===== src/rtl/pcsr_pkg.sv =====
package pcsr_pkg;

  typedef enum logic [1:0] {
    KIND_PIO_IN  = 2'd0,
    KIND_PIO_OUT = 2'd1,
    KIND_PACKET  = 2'd2,
    KIND_RSVD    = 2'd3
  } cmd_kind_e;

  localparam int ST_ERR_BIT  = 0;
  localparam int ST_DRQ_BIT  = 3;
  localparam int ST_RDY_BIT  = 6;
  localparam int ST_BSY_BIT  = 7;
  localparam int ER_ABRT_BIT = 2;
  localparam int ER_ICRC_BIT = 7;

  function automatic logic [7:0] make_status(input logic failed);
    logic [7:0] s;
    s = 8'h00;
    if (failed) s[ST_ERR_BIT] = 1'b1;
    else        s[ST_RDY_BIT] = 1'b1;
    s[ST_BSY_BIT] = 1'b0;
    s[ST_DRQ_BIT] = 1'b0;
    return s;
  endfunction

  function automatic logic [7:0] make_error(input logic failed, input logic icrc_on);
    logic [7:0] e;
    e = 8'h00;
    if (failed) begin
      e[ER_ABRT_BIT] = 1'b1;
      e[ER_ICRC_BIT] = icrc_on;
    end
    return e;
  endfunction

endpackage


===== src/rtl/pcsr_cmd_track.sv =====
module pcsr_cmd_track
  import pcsr_pkg::*;
#(
  parameter int CNT_W = 8
) (
  input  logic             clk,
  input  logic             rst_n,
  input  logic             start_ok,
  input  cmd_kind_e        kind_in,
  input  logic [CNT_W-1:0] total_in,
  input  logic             data_step,
  input  logic             pkt_step,
  input  logic             end_cmd,
  output logic             busy,
  output cmd_kind_e        kind_q,
  output logic             in_pkt,
  output logic             is_last
);
  localparam int CW = CNT_W + 1;

  logic [CNT_W-1:0] total_q;
  logic [CNT_W-1:0] cnt_q;

  always_ff @(posedge clk) begin
    if (!rst_n) begin
      busy    <= 1'b0;
      kind_q  <= KIND_PIO_IN;
      total_q <= '0;
      cnt_q   <= '0;
      in_pkt  <= 1'b0;
    end else if (start_ok) begin
      busy    <= 1'b1;
      kind_q  <= kind_in;
      total_q <= total_in;
      cnt_q   <= '0;
      in_pkt  <= (kind_in == KIND_PACKET);
    end else begin
      if (end_cmd)   busy   <= 1'b0;
      if (pkt_step)  in_pkt <= 1'b0;
      if (data_step) cnt_q  <= cnt_q + 1'b1;
    end
  end

  // block being finished is the last one once the running count reaches the total
  assign is_last = (CW'(cnt_q) + CW'(1)) >= CW'(total_q);

endmodule


===== src/rtl/pcsr_crc_judge.sv =====
module pcsr_crc_judge
  import pcsr_pkg::*;
(
  input  logic      clk,
  input  logic      rst_n,
  input  logic      start_ok,
  input  logic      busy,
  input  logic      fis_end,
  input  logic      fis_crc_err,
  input  cmd_kind_e kind_q,
  input  logic      in_pkt,
  input  logic      is_last,
  output logic      data_step,
  output logic      pkt_step,
  output logic      quiet_end,
  output logic      fire_err,
  output logic      fire_ok
);
  logic crc_sticky;
  logic done_ok;
  logic accept;
  logic bad;
  logic no_path;
  logic raise;
  logic good_last;

  always_comb begin
    accept    = busy & fis_end & ~crc_sticky & ~done_ok;
    pkt_step  = accept & in_pkt & ~fis_crc_err;
    data_step = accept & ~in_pkt;
    bad       = accept & fis_crc_err;
    // no return path: command packet, or final block of a device-to-host transfer
    no_path   = in_pkt | ((kind_q == KIND_PIO_IN) & is_last);
    quiet_end = bad & no_path;
    raise     = bad & ~no_path;
    good_last = data_step & ~fis_crc_err & is_last;
    fire_err  = busy & crc_sticky;
    fire_ok   = busy & done_ok & ~crc_sticky;
  end

  always_ff @(posedge clk) begin
    if (!rst_n) begin
      crc_sticky <= 1'b0;
      done_ok    <= 1'b0;
    end else if (start_ok) begin
      crc_sticky <= 1'b0;
      done_ok    <= 1'b0;
    end else begin
      if (raise)     crc_sticky <= 1'b1;
      if (good_last) done_ok    <= 1'b1;
    end
  end

endmodule


===== src/rtl/pcsr_rsp_hold.sv =====
module pcsr_rsp_hold
  import pcsr_pkg::*;
(
  input  logic       clk,
  input  logic       rst_n,
  input  logic       fire_err,
  input  logic       fire_ok,
  input  logic       icrc_en,
  input  logic       ack,
  output logic       req,
  output logic [7:0] status,
  output logic [7:0] error,
  output logic       pend
);
  logic fire;

  assign fire = fire_err | fire_ok;

  always_ff @(posedge clk) begin
    if (!rst_n) begin
      req    <= 1'b0;
      pend   <= 1'b0;
      status <= 8'h00;
      error  <= 8'h00;
    end else begin
      req <= fire;
      if (fire) begin
        pend   <= 1'b1;
        status <= make_status(fire_err);
        error  <= make_error(fire_err, icrc_en);
      end else if (pend && ack) begin
        pend   <= 1'b0;
        status <= 8'h00;
        error  <= 8'h00;
      end
    end
  end

endmodule


===== src/rtl/pio_crc_status_resp.sv =====
module pio_crc_status_resp
  import pcsr_pkg::*;
#(
  parameter int CNT_W = 8
) (
  input  logic             clk,
  input  logic             rst_n,
  input  logic             cmd_start,
  input  logic [1:0]       cmd_kind,
  input  logic [CNT_W-1:0] blk_total,
  input  logic             cfg_icrc_en,
  input  logic             fis_end,
  input  logic             fis_crc_err,
  input  logic             rsp_ack,
  output logic             rsp_req,
  output logic [7:0]       rsp_status,
  output logic [7:0]       rsp_error,
  output logic             cmd_busy
);
  logic      start_ok;
  logic      rsp_pend;
  logic      data_step;
  logic      pkt_step;
  logic      quiet_end;
  logic      fire_err;
  logic      fire_ok;
  logic      end_cmd;
  logic      in_pkt;
  logic      is_last;
  cmd_kind_e kind_q;

  assign start_ok = cmd_start & ~cmd_busy & ~rsp_pend;
  assign end_cmd  = fire_err | fire_ok | quiet_end;

  pcsr_cmd_track #(.CNT_W(CNT_W)) u_track (
    .clk       (clk),
    .rst_n     (rst_n),
    .start_ok  (start_ok),
    .kind_in   (cmd_kind_e'(cmd_kind)),
    .total_in  (blk_total),
    .data_step (data_step),
    .pkt_step  (pkt_step),
    .end_cmd   (end_cmd),
    .busy      (cmd_busy),
    .kind_q    (kind_q),
    .in_pkt    (in_pkt),
    .is_last   (is_last)
  );

  pcsr_crc_judge u_judge (
    .clk         (clk),
    .rst_n       (rst_n),
    .start_ok    (start_ok),
    .busy        (cmd_busy),
    .fis_end     (fis_end),
    .fis_crc_err (fis_crc_err),
    .kind_q      (kind_q),
    .in_pkt      (in_pkt),
    .is_last     (is_last),
    .data_step   (data_step),
    .pkt_step    (pkt_step),
    .quiet_end   (quiet_end),
    .fire_err    (fire_err),
    .fire_ok     (fire_ok)
  );

  pcsr_rsp_hold u_rsp (
    .clk      (clk),
    .rst_n    (rst_n),
    .fire_err (fire_err),
    .fire_ok  (fire_ok),
    .icrc_en  (cfg_icrc_en),
    .ack      (rsp_ack),
    .req      (rsp_req),
    .status   (rsp_status),
    .error    (rsp_error),
    .pend     (rsp_pend)
  );

endmodule


===== config.mk =====
export PLATFORM = sky130hd
export DESIGN_NAME = pio_crc_status_resp
export DESIGN_NICKNAME = d
export VERILOG_FILES = /design/src/rtl/pcsr_pkg.sv /design/src/rtl/pcsr_cmd_track.sv /design/src/rtl/pcsr_crc_judge.sv /design/src/rtl/pcsr_rsp_hold.sv /design/src/rtl/pio_crc_status_resp.sv
export SDC_FILE = /design/constraint.sdc
export NUM_CORES = 1
export LEC_CHECK = 0
export ABC_CLOCK_PERIOD_IN_PS = 3000
export CAP_MARGIN = 15
export CELL_PAD_IN_SITES_DETAIL_PLACEMENT = 0
export CELL_PAD_IN_SITES_GLOBAL_PLACEMENT = 1
export CORE_ASPECT_RATIO = 1.1
export CORE_MARGIN = 1.5
export CORE_UTILIZATION = 36
export DETAILED_ROUTE_END_ITERATION = 12
export GPL_TIMING_DRIVEN = 0
export PLACE_DENSITY_LB_ADDON = 0.1
export RECOVER_POWER = 25
export SLEW_MARGIN = 25
export SYNTH_ARGS = -nofsm -noshare
export SYNTH_HDL_FRONTEND = slang
export SYNTH_SLANG_ARGS = --single-unit

===== constraint.sdc =====
create_clock -name clk -period 3 [get_ports clk]
set_clock_uncertainty 0.05 [all_clocks]
set_input_delay 0.3 -clock clk [delete_from_list [all_inputs] [get_ports clk]]
set_output_delay 0.3 -clock clk [all_outputs]
set_load 0.05 [all_outputs]

Word-level counts from Yosys, hierarchy flattened:

Index checks and enable logic that the tools add are counted.

* bits in registers: 28
* latch bits: 0
* memory bits (writable): 0
* bits in read-only memories: 0
* input port bits: 17
* output and inout bits: 18
* word-level logic and storage cells: 62
* memories kept: 0

* $add $sub $neg: 2
* multiply operators: 0
* divide/modulo/power cells: 0
* $lt $le $gt $ge: 1
* equality and inequality tests: 1
* shift operators: 0
* mux-type cells: 13
* bitwise gates (word level): 28
* reductions and logical operators: 6

Operators with widths (number)
* bitwise AND 1 bit: 17
* two-way mux 8 bit: 2
* two-way mux 7 bit: 2
* adder 8 x 1 -> 9 bit (second input constant): 1
* >= comparator 9 x 8 -> 1 bit: 1
* two-way mux 1 bit: 9
* adder 8 x 1 -> 8 bit (second input constant): 1
* inverter 1 bit: 8
* nonzero test 2 bit: 3
* OR 1 bit: 3
* equality test 2 bit (second input constant): 1
* zero test 2 bit: 1
* OR reduction 2 bit: 1
* logical AND 1 bit: 1

Longest topological paths before layout:

* depth after elaboration: 8
* mapped depth: 10
* gate-level depth less buffers: 10

By module:

Synthesis repeated with hierarchy kept, for this count alone.

* cell total of the unflattened synthesis: 167
* area total of the unflattened synthesis: 1512.7 um^2

Modules (own cells, without submodules)
* pcsr_cmd_track: instances 1, cells each 117, area each 1081.0 um^2, sequential area each 400.4 um^2
* pcsr_rsp_hold: instances 1, cells each 31, area each 276.5 um^2, sequential area each 100.1 um^2
* pcsr_crc_judge: instances 1, cells each 17, area each 141.4 um^2, sequential area each 40.0 um^2
* pio_crc_status_resp: instances 1, cells each 2, area each 13.8 um^2, sequential area each 0.0 um^2

Worst setup path after synthesis:

OpenSTA, ideal clock, no wires.

* kind: reg2reg
* start point: reg u_track.cnt_q[0]
* end point: reg u_judge.done_ok
* setup time: 0.116 ns
* data arrival time: 2.377 ns
* required time: 2.834 ns
* slack: 0.458 ns
* stages on the path, launching flop included: 11
* path buffers: 0
* period minus slack after synthesis: 2.542 ns
* path through: dfxtp_1 ha_1 nand3_2 or3_1 xnor2_1 ha_1 and3_1 a221oi_1 o31a_1 a2111oi_2 a31o_1

* word-level cells in the longest chain between the ends: 3

RTL lines
* start, declared: RTL line pcsr_cmd_track.sv:22 `logic [CNT_W-1:0] cnt_q;`
* start signal, assigned: RTL line pcsr_cmd_track.sv:40 `if (data_step) cnt_q <= cnt_q + 1'b1;`
* adder 8 x 1 -> 9 bit: RTL line pcsr_cmd_track.sv:45 `assign is_last = (CW'(cnt_q) + CW'(1)) >= CW'(total_q);`
* >= comparator 9 x 8 -> 1 bit: RTL line pcsr_cmd_track.sv:45
* bitwise AND 1 bit: RTL line pcsr_crc_judge.sv:36 `good_last = data_step & ~fis_crc_err & is_last;`
* end signal, assigned: RTL line pcsr_crc_judge.sv:44 `done_ok <= 1'b0;`
* end signal, assigned: RTL line pcsr_crc_judge.sv:47 `done_ok <= 1'b0;`
* end signal, assigned: RTL line pcsr_crc_judge.sv:50 `if (good_last) done_ok <= 1'b1;`
* end, declared: RTL line pcsr_crc_judge.sv:20 `logic done_ok;`

Every way passes these cells.
A chain may end at the register's enable or synchronous reset.

Final worst setup path:

Ends and elaborated chain as after synthesis.

==> metrics.md <==
| Metric | Value |
|---|---|
| Count leader, synth | `nand2_1` |
| Adder-cell area share of the yosys netlist | `between 7 and 8%` |
| Routed Antenna Nets | `0` |
| CP required | `3.12 ns` |
| Final Hold Fails | `0` |
| Final slew viol count | `0` |
| R2R Path Start | `u_track.cnt_q[0]` |
| Worst path most repeated cell | `ha_1` |
| GRT Total Usage | `14.5%` |
| Initial Util | `37.5%` |
| Initial DRT Pass Iterations | `4` |
| Synth Area in Simple Gates | `roughly a fifth` |
| Chip width | `64.0 µm` |
| DRC viols | `0` |
| Largest net degree at the start of global routing | `15` |
| Post-synthesis async set-or-reset flop share | `0%` |
| Clk buf depth | `2` |
| Core ar. | `3930 µm²` |
| Tcrit/Tclk final | `92.1%` |
| Top delay family on crit path | `compound AO/OA/AOI/OAI gates` |
| CTS tree | `done` |
| Post-Route WL | `2.99 mm` |
| Util after Layout | `between 40% and 50%` |
| P&R area growth vs syn | `24.3%` |
| Cell taking the most area after synthesis | `dfxtp_1` |
| F_max | `approximately 360 MHz` |
| # clock sinks | `27` |
| Static Leakage | `0.000727 µW` |
| EDFF count, synth | `0` |
| # Max-Cap Violations | `0` |
| DR vias | `1233` |
| Clock-pin slew of the registers on the worst-case setup and hold paths | `0.09 ns` |
| Die ar. | `4490 µm²` |
| Crit path cell chain | `ha_1 > nand3_2 > or3_1 > xnor2_1 > ha_1 > and3_1 > a221oi_1 > o31a_1 > a2111oi_2 > a31o_1` |
| Critical path arrival | `between 2 and 3 ns` |
| Synth Area in XOR/XNOR | `under 10%` |
| Worst r2r path cells | `10` |
| Grt total ovfl | `0` |
| Critical path launch point type | `register` |
| TNS Setup | `0 ns` |
| Layout filler cell count | `slightly above 400` |
| Status | `complete, no violations` |
| Largest family of logic cells by synthesized area | `simple AND/OR/NAND/NOR gates` |
| Worst hold path endpoint | `u_track.total_q[5]` |
| Antenna Diode Count | `0` |
| Worst Path Buf+Inv | `0` |
| Synth Instances | `about 180` |
| Setup bufs post-CTS | `0` |
| DR WL/cell | `approximately 11 µm` |
| Reg-to-Reg End | `u_judge.done_ok` |
| Synth cell types | `38` |
| Initial antenna violation count | `0` |
| Crit-path max cell delay | `0.40 ns` |
| Hold Startpoint | `rst_n` |
| Die height | `70.1 µm` |
| Unrepaired setup endpoints after global routing | `false` |
| Synth warn | `0` |
| # rows | `24` |
| Layout cells sized above 1 | `9.95%` |
| Hold Path Class | `in -> reg` |
| Io pins | `35` |
| Hold path depth | `2` |
| Final Wtd Congestion | `0.838` |
| Post-synth top area share | `a little over a third` |
| Worst-Skew Late Latency | `0.27 ns` |
| R2R Setup Slk | `0.24 ns` |
| Largest cells by area after synthesis | `dfxtp_1 37%, ha_1 7.6%, nand2_1 7.1%` |
| Vias in the first global route | `1177` |
| Mux cell area share after synthesis | `0%` |
| First-pass GRT wire length | `around 5.3 mm` |
| # port buffers | `21` |
| Min cycle time layout | `2.76 ns` |
| H-tree Lvls | `1` |
| Compound-Gate Fraction of Synth Area | `between 10% and 20%` |
| Syn Area/Cell | `8.43 µm²` |
| Mapped Area | `1480 µm²` |
| CTS root buffer | `clkbuf_8` |
| TritonCTS Buffers | `3` |
| Crit Path Category | `reg -> reg` |
| Vias per inst | `4.69` |
| First DRT Iteration DRCs | `63` |
| Power Density | `401 nW/µm²` |
| Critical path's slowest cell | `dfxtp_2` |
| Nets | `between 200 and 250` |
| FF+latch count, synth | `27` |
| Synth Flop Type | `dfxtp_1` |
| Setup violators final | `0` |
| Detailed Place HPWL | `2.37 mm` |
| Top cells by count, synth | `28 x nand2_1, 27 x dfxtp_1, 13 x buf_4, 10 x inv_1, 10 x nor2_1` |
| CP max FO | `5` |
| Max VDD drop | `0.139 mV` |
| Crit end category | `register` |
| Hold slack | `0.391 ns` |
| Sequential area share after synthesis | `36.6%` |
-- routing by layer --
layer | track usage, % | part of all wire (%) | up-vias
met5 | 0 | 0 | -
met4 | 4.11 | 0.94 | 0
met3 | 2.42 | 3.2 | 4
met2 | 23.5 | 47 | 25
met1 | 19.6 | 49 | 563
li1 | - | - | 641
-- layout make-up --
cell class                      count  area [µm²]  area share [%]
Sequential cell                    27         542            29.6
Clock buffer                        4        45.0            2.46
Timing Repair Buffer               21         210            11.5
Inverter                           10        37.5            2.05
Multi-Input combinational cell    132         821            44.8
Buffer                             17         113            6.14
Tap cell                           52        65.1            3.55
-- what timing repair did --
action                                  CTS  global route
gates resized for setup                   0             1
endpoints found under the setup margin    0             2
hold buffers                              0             0
-- worst max path at each step --
stage	startpoint	end	depth (start not counted)
5_1_grt	u_track.cnt_q[0]	u_judge.done_ok	10
4_1_cts	u_track.cnt_q[0]	u_judge.done_ok	10
3_3_place_gp	u_track.cnt_q[0]	u_judge.done_ok	10
3_5_place_dp	u_track.cnt_q[0]	u_judge.done_ok	10
2_1_floorplan	u_track.cnt_q[0]	u_judge.done_ok	10
6_report	u_track.cnt_q[0]	u_judge.done_ok	10
-- worst reg2reg max path: stages (launching register included) --
cell and delay (ns):
dfxtp_2 0.40, ha_1 0.25, nand3_2 0.14, or3_1 0.37, xnor2_1 0.15, ha_1 0.31
and3_1 0.19, a221oi_1 0.28, o31a_1 0.27, a2111oi_2 0.09, a31o_1 0.19
-- cell families after synthesis --
| group | count (synthesis) |
|---|---|
| other | 1 |
| flip-flops | 27 |
| XOR/XNOR | 10 |
| adder cells (fa/ha/maj) | 9 |
| AO/OA/AOI/OAI | 38 |
| AND/OR/NAND/NOR | 63 |
| buffers and inverters | 27 |
-- placed cells by master (no fill, tap or decap), types with 2 or more instances in the layout --
cell,count
conb_1,12
clkbuf_1,5
dfxtp_1,26
and3_1,2
clkbuf_8,3
inv_1,10
o21a_1,2
nor3_1,2
and2_1,2
o21ai_0,6
buf_4,13
xor2_1,3
a21oi_1,7
a21boi_1,5
nor2_1,10
nand3_1,4
a21o_1,2
or3_1,4
a21boi_0,6
ha_1,9
xnor2_1,7
nor2b_1,4
nand2_1,28
clkdlybuf4s50_1,21
-- per-stage QoR --
stage | total power, µW | area (µm²) | cells | worst slack [ns]
after global placement | 537 | 1790 | 259 | 0.190
after detailed placement | 541 | 1790 | 259 | 0.190
after CTS | 749 | 1840 | 263 | 0.141
after floorplan | 496 | 1520 | 186 | 0.458
final | 736 | 1830 | 263 | 0.237
after global routing | 777 | 1830 | 263 | 0.0102
-- where the power goes --
group	switching [µW]	internal (µW)	total, µW
Clock	110	95.0	205
Combinational	90.7	57.8	148
Sequential	11.4	371	383
-- state kept, by name (all words and copies together) (netlist names) --
register,count
u_track.busy,1
u_rsp.req,1
u_track.total_q,8
u_rsp.status,2
u_rsp.error,1
u_judge.crc_sticky,1
u_rsp.pend,1
u_track.in_pkt,1
u_track.kind_q,2
u_track.cnt_q,8
u_judge.done_ok,1
No activity file was read; power rests on OpenSTA's default activity.
